$ cat src/rtl/tach_pkg.sv
package tach_pkg;

    localparam int TACH_RATIO_W  = 8;
    localparam int TACH_SYNC_N   = 2;
    localparam int TACH_DBL_DLY  = 2;

    typedef struct packed {
        logic rise;
        logic fall;
    } edge_t;

    typedef enum logic [1:0] {
        ACT_HOLD   = 2'd0,
        ACT_LOAD   = 2'd1,
        ACT_DEC    = 2'd2,
        ACT_EXPIRE = 2'd3
    } cnt_act_e;

    function automatic edge_t find_edges(input logic cur, input logic prev);
        edge_t e;
        e.rise = cur & ~prev;
        e.fall = ~cur & prev;
        return e;
    endfunction

endpackage

$ cat src/rtl/tach_sync.sv
module tach_sync #(
    parameter int STAGES = tach_pkg::TACH_SYNC_N
) (
    input  logic clk,
    input  logic rst,
    input  logic d_i,
    output logic q_o
);
    logic [STAGES-1:0] chain;

    generate
        if (STAGES == 1) begin : g_one
            always_ff @(posedge clk) begin
                if (rst) chain <= '0;
                else     chain <= d_i;
            end
        end else begin : g_many
            always_ff @(posedge clk) begin
                if (rst) chain <= '0;
                else     chain <= {chain[STAGES-2:0], d_i};
            end
        end
    endgenerate

    assign q_o = chain[STAGES-1];
endmodule

$ cat src/rtl/tach_frontend.sv
module tach_frontend #(
    parameter int DBL_DELAY = tach_pkg::TACH_DBL_DLY
) (
    input  logic clk,
    input  logic rst,
    input  logic sig_i,
    input  logic dbl_en_i,
    output logic cond_o
);
    logic [DBL_DELAY-1:0] dly;

    generate
        if (DBL_DELAY == 1) begin : g_d1
            always_ff @(posedge clk) begin
                if (rst) dly <= '0;
                else     dly <= sig_i;
            end
        end else begin : g_dn
            always_ff @(posedge clk) begin
                if (rst) dly <= '0;
                else     dly <= {dly[DBL_DELAY-2:0], sig_i};
            end
        end
    endgenerate

    // Doubling: each input edge opens a DBL_DELAY-wide high pulse.
    assign cond_o = dbl_en_i ? (sig_i ^ dly[DBL_DELAY-1]) : sig_i;

    // in doubling mode, a settled input change raises the conditioned signal
    a_r3_double_rise: assert property (@(posedge clk) disable iff (rst)
        (dbl_en_i && (sig_i != dly[0]) && (dly[0] == dly[DBL_DELAY-1])) |-> cond_o);
endmodule

$ cat src/rtl/tach_divcore.sv
module tach_divcore #(
    parameter int RATIO_W = tach_pkg::TACH_RATIO_W
) (
    input  logic               clk,
    input  logic               rst,
    input  logic               cond_i,
    input  logic [RATIO_W-1:0] ratio_i,
    input  logic               ratio_we_i,
    output logic               evt_o,
    output logic [RATIO_W-1:0] count_o
);
    import tach_pkg::*;

    logic               prev_q;
    logic               evt_q;
    logic               evt_d;
    logic [RATIO_W-1:0] cnt_q;
    edge_t              edg;
    cnt_act_e           act;
    logic               bypass;

    assign edg    = find_edges(cond_i, prev_q);
    assign bypass = (ratio_i == '0);

    always_comb begin
        act   = ACT_HOLD;
        evt_d = 1'b0;
        if (ratio_we_i) begin
            act = ACT_LOAD;
        end else if (bypass) begin
            evt_d = edg.rise | edg.fall;
        end else if (edg.rise) begin
            if (cnt_q <= RATIO_W'(1)) begin
                act   = ACT_EXPIRE;
                evt_d = 1'b1;
            end else begin
                act = ACT_DEC;
            end
        end
    end

    always_ff @(posedge clk) begin
        if (rst) begin
            prev_q <= 1'b0;
            evt_q  <= 1'b0;
            cnt_q  <= '0;
        end else begin
            prev_q <= cond_i;
            evt_q  <= evt_d;
            case (act)
                ACT_LOAD, ACT_EXPIRE: cnt_q <= ratio_i;
                ACT_DEC:              cnt_q <= cnt_q - RATIO_W'(1);
                default:              cnt_q <= cnt_q;
            endcase
        end
    end

    assign evt_o   = evt_q;
    assign count_o = cnt_q;

    // bypass passes both edge directions
    a_r4_bypass_both: assert property (@(posedge clk) disable iff (rst)
        (!ratio_we_i && bypass && (edg.rise || edg.fall)) |=> evt_q);
    // falling edges ignored while dividing
    a_r5_fall_ignored: assert property (@(posedge clk) disable iff (rst)
        (!ratio_we_i && !bypass && edg.fall) |=> (!evt_q && $stable(cnt_q)));
    // a rising edge above one counts down silently
    a_r6_count_down: assert property (@(posedge clk) disable iff (rst)
        (!ratio_we_i && !bypass && edg.rise && cnt_q > RATIO_W'(1))
        |=> (!evt_q && cnt_q == $past(cnt_q) - RATIO_W'(1)));
    // a rising edge at one or zero expires and reloads
    a_r6_expire: assert property (@(posedge clk) disable iff (rst)
        (!ratio_we_i && !bypass && edg.rise && cnt_q <= RATIO_W'(1))
        |=> (evt_q && cnt_q == $past(ratio_i)));
    // strobe loads and suppresses
    a_r8_load_masks: assert property (@(posedge clk) disable iff (rst)
        ratio_we_i |=> (!evt_q && cnt_q == $past(ratio_i)));
    // count holds with no edge and no strobe
    a_r9_hold: assert property (@(posedge clk) disable iff (rst)
        (!ratio_we_i && !edg.rise && !edg.fall) |=> (!evt_q && $stable(cnt_q)));
endmodule

$ cat src/rtl/tach_divider.sv
module tach_divider #(
    parameter int RATIO_W   = tach_pkg::TACH_RATIO_W,
    parameter int SYNC_N    = tach_pkg::TACH_SYNC_N,
    parameter int DBL_DELAY = tach_pkg::TACH_DBL_DLY
) (
    input  logic               clk,
    input  logic               rst,
    input  logic               tach_raw_i,
    input  logic               dbl_en_i,
    input  logic [RATIO_W-1:0] ratio_i,
    input  logic               ratio_we_i,
    output logic               evt_o,
    output logic [RATIO_W-1:0] count_o
);
    logic tach_s;
    logic cond;

    tach_sync #(.STAGES(SYNC_N)) u_sync (
        .clk (clk),
        .rst (rst),
        .d_i (tach_raw_i),
        .q_o (tach_s)
    );

    tach_frontend #(.DBL_DELAY(DBL_DELAY)) u_front (
        .clk      (clk),
        .rst      (rst),
        .sig_i    (tach_s),
        .dbl_en_i (dbl_en_i),
        .cond_o   (cond)
    );

    tach_divcore #(.RATIO_W(RATIO_W)) u_core (
        .clk        (clk),
        .rst        (rst),
        .cond_i     (cond),
        .ratio_i    (ratio_i),
        .ratio_we_i (ratio_we_i),
        .evt_o      (evt_o),
        .count_o    (count_o)
    );

    // reset clears outputs
    a_r1_reset_clear: assert property (@(posedge clk)
        rst |=> (count_o == '0 && !evt_o));
endmodule

$ cat config.mk
export PLATFORM = sky130hd
export DESIGN_NAME = tach_divider
export DESIGN_NICKNAME = d
export VERILOG_FILES = /design/src/rtl/tach_pkg.sv /design/src/rtl/tach_sync.sv /design/src/rtl/tach_frontend.sv /design/src/rtl/tach_divcore.sv /design/src/rtl/tach_divider.sv
export SDC_FILE = /design/constraint.sdc
export NUM_CORES = 1
export LEC_CHECK = 0
export CAP_MARGIN = 20
export CORE_MARGIN = 4
export CORE_UTILIZATION = 30
export DETAILED_ROUTE_END_ITERATION = 10
export GPL_TIMING_DRIVEN = 0
export PLACE_DENSITY = 0.64
export SETUP_SLACK_MARGIN = 0.3
export SLEW_MARGIN = 15
export SYNTH_ARGS = -nofsm -noshare
export SYNTH_HDL_FRONTEND = slang
export SYNTH_SLANG_ARGS = --single-unit
$ cat constraint.sdc
create_clock -name clk -period 2.7 [get_ports clk]
set_clock_uncertainty 0.05 [all_clocks]
set_input_delay 0.405 -clock clk [delete_from_list [all_inputs] [get_ports clk]]
set_output_delay 0.405 -clock clk [all_outputs]
set_load 0.01 [all_outputs]
* Word-level counts from Yosys, hierarchy flattened
Index checks and enable logic that the tools add are counted.
** Word-level totals
- Bits in writable memories :: 0
- Memory bits (read-only) :: 0
- Memories :: 0
- Output and inout port bits :: 9
- Word-level logic and storage cells :: 29
- Input bits :: 13
- Bits in latches :: 0
- Bits in registers :: 14
** Operators by class
- Reductions and logical operators :: 4
- Bitwise operators :: 6
- Add/subtract/negate cells :: 1
- Equal/unequal tests :: 3
- Shifts and indexed selects :: 0
- Divide/modulo/power cells :: 0
- Multiply operators :: 0
- Magnitude comparators :: 1
- Muxes and demuxes :: 9
** Operators with widths (number)
- $pmux W8 S2 :: 1
- $le A8 B1 Y1 const B :: 1
- $logic_not A8 Y1 :: 1
- $sub A8 B1 Y8 const B :: 1
- $mux W2 :: 3
- $mux W1 :: 5
- $eq A2 B2 Y1 const B :: 2
- $reduce_or A2 Y1 :: 2
- $and A1 B1 Y1 :: 2
- $eq A2 B1 Y1 const B :: 1
- $not A1 Y1 :: 2
- $reduce_bool A2 Y1 :: 1
- $or A1 B1 Y1 :: 1
- $xor A1 B1 Y1 :: 1

* Logic depth before layout (Yosys ltp)
Gate-level depths: netlist of the first run.
- Word-level depth :: 9
- Mapped depth :: 7
- Mapped depth without buffers :: 6

* Hierarchy
From an unflattened synthesis of the first run, not the netlist that was laid out.
** Second synthesis, totals
- Cells, all modules :: 90
- Area total of the unflattened synthesis :: 834.6 um^2
** By module, submodules not included
- tach_divcore :: area each 716.9 um^2, cells each 80, times used 1, seq. area each 200.2 um^2
- tach_frontend :: area each 65.1 um^2, cells each 6, times used 1, seq. area each 40.0 um^2
- tach_sync :: area each 52.6 um^2, cells each 4, times used 1, seq. area each 40.0 um^2

* Least setup slack after synthesis of the first run
Ideal clock, no wire load.
- Path type :: reg2reg
- Start point :: register u_core.cnt_q[0] (netlist: u_core.count_o[0])
- End point :: register u_core.cnt_q[1] (netlist: u_core.count_o[1])
- Clock period less this slack :: 1.908 ns
- Library setup time :: 0.112 ns
- Stages on the path, launching flop included :: 8
- Required time :: 2.538 ns
- Setup slack :: 0.792 ns
- Arrival :: 1.746 ns
- Buffers on the path :: 1
- Cells stage by stage :: dfxtp_1 inv_1 ha_1 nor2_1 and3b_1 buf_2 a21o_1 a2111oi_1
** Between the ends
- Cells in the longest elaborated chain, start to end :: 8
- Elaborated cells on any way between the ends :: 12
- Classes of those cells :: 1 x add/sub; 1 x order compare; 3 x eq/ne; 5 x mux; 2 x reduce/logical
** Ends and longest elaborated chain
- from (decl) :: RTL line tach_divcore.sv:17 : logic [RATIO_W-1:0] cnt_q;
- from (signal assigned) :: RTL line tach_divcore.sv:51 : ACT_LOAD, ACT_EXPIRE: cnt_q <= ratio_i;
- from (signal assigned) :: RTL line tach_divcore.sv:52 : ACT_DEC: cnt_q <= cnt_q - RATIO_W'(1);
- from (signal assigned) :: RTL line tach_divcore.sv:53 : default: cnt_q <= cnt_q;
- $le A8 B1 Y1 :: RTL line tach_divcore.sv:33 : if (cnt_q <= RATIO_W'(1)) begin
- $mux W1 :: RTL line tach_divcore.sv:33
- $mux W2 :: RTL line tach_divcore.sv:32 : end else if (edg.rise) begin
- $mux W2 :: RTL line tach_divcore.sv:30 : end else if (bypass) begin
- $mux W2 :: RTL line tach_divcore.sv:28 : if (ratio_we_i) begin
- $eq A2 B1 Y1 / $eq A2 B2 Y1 (equally long branches) :: RTL line tach_divcore.sv:50 : case (act)
- $reduce_or A2 Y1 :: RTL line tach_divcore.sv:50
- $pmux W8 S2 / $reduce_bool A2 Y1 (equally long branches)
Several ways; a longest one is shown, not always the timed one.
A chain may end at the register's enable or synchronous reset.

* Worst setup path after layout of the first run
Ends and elaborated chain as after synthesis.

==> results of run 1 <==
## cells in the final DEF, fill, tap and decap left out, types with 3 or more instances in the layout
cell,Yosys,final
ha_1,3,3
inv_1,7,7
clkbuf_1,3,3
nor2b_1,6,6
clkbuf_4,0,3
nor2_1,8,8
nand3_1,3,3
nor3_1,7,7
a31oi_1,4,4
clkdlybuf4s50_1,0,21
nand2_1,3,3
dfxtp_1,14,14
a2111oi_1,4,4
## report_power, final
group / total [mW] / leakage [nW] / internal, mW / switching (mW)
registers: 0.235 / 0.115 / 0.219 / 0.0163
logic: 0.141 / 0.267 / 0.0720 / 0.0687
clock network: 0.156 / 0.0210 / 0.0823 / 0.0737
## stage by stage
stage	cell area (sq um)	utilization, %	power, mW	std cells	hold WS, ns
6_report	1121	43.66	0.5317	153	0.3902
5_1_grt	1121	43.66	0.5701	153	0.4133
4_1_cts	1121	43.66	0.5363	153	0.3975
3_5_place_dp	1085	42.25	0.3787	149	0.3834
3_3_place_gp	1085	42.25	0.3776	149	0.3671
2_1_floorplan	837.1	-	0.3186	98	0.3638
## synthesized netlist by cell type (2+ instances only)
master / n
dfxtp_1: 14
nor2_1: 8
inv_1: 7
nor3_1: 7
nor2b_1: 6
a2111oi_1: 4
a31oi_1: 4
clkbuf_1: 3
ha_1: 3
nand2_1: 3
nand3_1: 3
a21o_1: 2
a21oi_1: 2
a311oi_1: 2
nand3b_1: 2
nand4_1: 2
o21ai_0: 2
or3_1: 2
or4_4: 2
## layout make-up
cell class / instances / area [sq um] / share of cell area [%]
Buffer: 5 / 27.53 / 2.455
Clock buffer: 4 / 36.28 / 3.237
Inverter: 7 / 26.28 / 2.344
Multi-Input combinational cell: 72 / 503.0 / 44.87
Sequential cell: 14 / 280.3 / 25.00
Tap cell: 30 / 37.54 / 3.348
Timing Repair Buffer: 21 / 210.2 / 18.75
## how the worst max path moves through the flow
| stage | endpoint | slack [ns] | cells past startpoint |
|---|---|---|---|
| floorplan | u_core.count_o[1] | 0.79 | 7 |
| global placement | u_core.count_o[1] | 0.19 | 5 |
| detailed placement | u_core.count_o[1] | 0.20 | 5 |
| CTS | u_core.count_o[1] | 0.50 | 5 |
| global route | u_core.count_o[3] | 0.31 | 7 |
| finish | u_core.count_o[1] | 0.47 | 7 |
## critical path: stages, from the launching register on
cell       delay (ns)
dfxtp_1          0.47
inv_1            0.09
ha_1             0.28
nor2_1           0.18
and3b_1          0.20
buf_2            0.16
a21o_1           0.22
a2111oi_1        0.43
## registers in the layout, indices dropped and copies added, names as in the netlist
| signal | cells |
|---|---|
| u_core.evt_o | 1 |
| u_core.prev_q | 1 |
| u_core.count_o | 8 |
| u_sync.chain | 2 |
| u_front.dly | 2 |
## cells by family (layout without fill, tap and decap cells)
kind of cell / count (synthesis) / count (layout) / synth area share (%)
AOI/OAI and AO/OA: 24 / 24 / 22.72
adders and majority gates: 3 / 3 / 4.485
and+or+nand+nor: 43 / 43 / 30.79
xor gates and xnor gates: 2 / 2 / 2.093
DFF: 14 / 14 / 33.48
buffers and inverters: 12 / 37 / 6.427
## metal layers
metal,vias to the layer above,share of wire (%),wire length (microns)
li1,415,-,-
met1,388,48,1035
met2,22,45,967
met3,6,5.5,119
met4,0,2.2,48
met5,-,0,0
==> metrics.csv, run 1 <==
metric,value,unit
status,completed,
fin_ws,0.4735,ns
r2r_start,u_core.count_o[0],
ant_nets,0,
cts_root_buf,clkbuf_4,
path_max_fanout,7,
grt_pass1_vias,796,
tns,0,ns
busiest_layer,met2,
r2r_cells,7,
worst_hold_path.endpoint,u_sync.chain[1],
syn_area,837.1,sq um
power_density,474.3,nW/um^2
dp_slack,0.2025,ns
antenna_cells,0,
yosysTopAreaCellShare,33.48,%
num-fill-cells,272,
cp.required,2.81,ns
min_delay_path_depth,1,
post_cts_buffers,0,
relSlewSlack,62.21,%
top_level_ports,22,
syn_area_per_cell,8.541,sq um
synth-main-ff-cell,dfxtp_1,
setup_viol,0,
grt_max_degree,11,
peakVddDrop,0.2987,mV
rows,18,
synth_cell_types,39,
hold_buffers,0,
grt_pass1_wl,3560,microns
critPathCaptureType,flip-flop,
hpwl,1633,microns
min_period,2.226,ns
vias,831,
overflow,0,
fmax,449.1,MHz
numCtsBuffers,3,
cts-htree-levels,1,
worst_pin_slew,0.5622,ns
min_from,u_sync.chain[0],
rsz0062_at_grt,false,
core,2567,sq um
area_growth,33.93,%
viasPerCell,5.431,
hold_class,flip-flop to flip-flop,
wl_per_cell,14.19,microns
final.period_utilization,82.46,%
antenna_found_initial,0,
cts_tree,done,
drt_wl_total,2171,microns
crit_start,u_core.count_o[0],
drive_gt1_share,8.943,%
use_met3,4.468,%
maxSlewViolCount,0,
drc,0,
yosysWarnings,0,
clockBufferDepth,2,
syn_nets,114,
start_kind,flip-flop,
synth_edf_count,0,
hold_viol_final,0,
ys_ff_latch,14,
clkTransAtPathRegs,0.09,ns
syn_inst,98,
fin_nets,140,
drv_cap,0,
rrSetupSlack,0.47,ns
worstSkewPairLatency,0.29,ns
ys_seq_area_share,33.48,%
ys_top_cells_by_area,"dfxtp_1 (33%), a2111oi_1 (4.8%), ha_1 (4.5%), nor2b_1 (4.5%), nor3_1 (4.2%)",
track_usage,13.02,%
grt_use_met2,19.54,%
place_congestion,0.8899,
yosysTopAreaCell,dfxtp_1,
p_leak,0.4031,nW
start_util,32.60,%
ctsResizeCount,0,
cp_data_arrival_time,2.34,ns
path_class,flip-flop to flip-flop,
fp.dieH,60.82,microns
drtPass1Iterations,4,
die_w,60.82,microns
ys_async_sr_fraction,0,%
io_buffers,21,
cts_sinks,14,
drtIter0Drc,23,
r2r-end,u_core.count_o[1],
dieArea,3699,sq um
grtUsageMet1,17.30,%
No activity file was read; power rests on OpenSTA's default activity.
==> run 2: changes to the inputs <==
--- a/config.mk
+++ b/config.mk
@@ -10,7 +10,7 @@
 export CORE_UTILIZATION = 30
 export DETAILED_ROUTE_END_ITERATION = 10
 export GPL_TIMING_DRIVEN = 0
-export PLACE_DENSITY = 0.64
+export PLACE_DENSITY = 0.66
 export SETUP_SLACK_MARGIN = 0.3
 export SLEW_MARGIN = 15
 export SYNTH_ARGS = -nofsm -noshare
==> constraint.sdc (replaced) <==
create_clock -name clk -period 1.8 [get_ports clk]
set_clock_uncertainty 0.05 [all_clocks]
set_input_delay 0.27 -clock clk [delete_from_list [all_inputs] [get_ports clk]]
set_output_delay 0.27 -clock clk [all_outputs]
set_load 0.01 [all_outputs]
==> run 2 against run 1 <==
  * Power grew 82%
  * Global-route usage up 3.6 points
  * Fmax is 27% higher
  * Die area unchanged
  * Worst hold slack got worse by 0.19 ns
  * Count of clock-buffer cells in the layout stayed put
  * Flip-flop and latch count unchanged
  * Design area rose by 36%
  * Clock power grew 56%
  * Register-to-register slack got worse by 0.43 ns
  * Cell count rose by 15%
==> metrics.csv, run 2 (same netlist as run 1, synthesis figures left out) <==
metric,value,unit
status,completed,
r2r_start,u_core.count_o[0],
maxSlewViolCount,0,
die_w,60.82,microns
drc,0,
worst_pin_slew,0.5226,ns
path_class,flip-flop to flip-flop,
final_cell_mix,"buf_4 (18), buf_6 (9), dlygate4sd2_1 (8)",
cp_data_arrival_time,1.90,ns
antenna_found_initial,0,
cts_tree,done,
crit_start,u_core.count_o[0],
drv_cap,0,
overflow,0,
num-fill-cells,210,
place_congestion,0.8567,
cts_sinks,14,
start_util,32.60,%
hold_class,input port to flip-flop,
hold_buffers,0,
min_period,1.758,ns
core,2567,sq um
critPathCaptureType,flip-flop,
vias,1000,
clkTransAtPathRegs,0.11,ns
fin_nets,163,
io_buffers,21,
drt_wl_total,3138,microns
worstSkewPairLatency,0.30,ns
rows,18,
min_from,ratio_i[4],
hold_viol_final,0,
numCtsBuffers,3,
hpwl,1667,microns
top_level_ports,22,
cts-htree-levels,1,
power_density,632.7,nW/um^2
ant_nets,0,
drtPass1Iterations,5,
grt_max_degree,11,
fmax,568.8,MHz
cts_root_buf,clkbuf_4,
area_growth,82.36,%
fp.dieH,60.82,microns
fin_ws,0.04183,ns
clockBufferDepth,2,
worst_hold_slack,0.2033,ns
dieArea,3699,sq um
largest_register_ffs,8,
grt_pass1_vias,951,
relSlewSlack,65.16,%
setup_viol,0,
peakVddDrop,0.3404,mV
drive_gt1_share,50.68,%
antenna_cells,0,
rsz0062_at_grt,true,
viasPerCell,5.682,
final_common_cell,buf_4,
track_usage,16.64,%
dp_slack,-0.5764,ns
wl_per_cell,17.83,microns
p_leak,0.6153,nW
grt_pass1_wl,4505,microns
drtIter0Drc,23,
path_max_fanout,4,
final.period_utilization,97.68,%
start_kind,flip-flop,
cp.required,1.94,ns
==> run 2: cell count changes in the layout (fill, tap and decap cells not counted), moves of 3 or more <==
cell             delta
buf_6               +8
clkdlybuf4s50_1    -17
buf_4              +18
a2111oi_4           +3
dfxtp_1             -9
dfxtp_2             +4
a2111oi_1           -3
dfxtp_4             +5
dlygate4sd2_1       +8
ha_1                -3
ha_4                +3
==> run 2: final cells by class <==
| type | instances | area [sq um] | share of cell area, % |
|---|---|---|---|
| inverters | 7 | 28.78 | 1.885 |
| flip-flops and latches | 14 | 304.0 | 19.92 |
| well taps | 30 | 37.54 | 2.459 |
| plain buffers | 5 | 36.28 | 2.377 |
| repair buffers | 44 | 379.1 | 24.84 |
| multi-input cells | 72 | 704.4 | 46.15 |
| clock buffers | 4 | 36.28 | 2.377 |
==> run 2: power breakdown <==
part | switching [mW] | leakage (nW) | internal [mW]
clock | 0.119 | 0.0210 | 0.123
sequential | 0.0261 | 0.120 | 0.328
combinational | 0.177 | 0.474 | 0.192
==> run 2: what timing repair did <==
item | 4_1_cts | 5_1_grt
pin swaps | 14 | 13
cloned | 1 | 0
setup endpoints to repair | 17 | 10
endpoints found under the hold margin | 0 | 0
buffers inserted | 13 | 9
resized for setup | 69 | 23
==> run 2: worst max-delay path, stage by stage (launching register included) <==
cell and delay, ns:
dfxtp_4 0.40, inv_4 0.04, ha_4 0.17, nor2_4 0.09, and3b_1 0.19, buf_6 0.12
a21o_4 0.23, a2111oi_4 0.36
==> run 2: metal layers <==
| layer | vias to the layer above | track usage, % | part of all wire (%) |
|---|---|---|---|
| met3 | 6 | 3.404 | 6.3 |
| met2 | 43 | 28.24 | 51 |
| li1 | 463 | - | - |
| met5 | - | 0 | 0 |
| met4 | 0 | 6.502 | 1.9 |
| met1 | 488 | 20.56 | 41 |
==> run 2: path summary, 6_finish.rpt <==
check | depth (start not counted) | to | slack, ns
max reg2reg | 7 | u_core.count_o[1] | 0.04
max | 7 | u_core.count_o[1] | 0.04
min | 2 | u_core.count_o[4] | 0.20
min reg2reg | 1 | u_sync.chain[1] | 0.40
==> run 2: through the flow <==
step	total power [mW]	TNS, ns	cells	cell area, sq um	util, %
2_1_floorplan	0.4836	0	98	858.3	-
4_1_cts	0.8773	0	167	1351	52.63
3_3_place_gp	0.5719	-3.632	149	1106	43.08
5_1_grt	1.012	-0.03088	176	1526	59.45
6_report	0.9659	0	176	1526	59.45
3_5_place_dp	0.5770	-3.818	149	1106	43.08
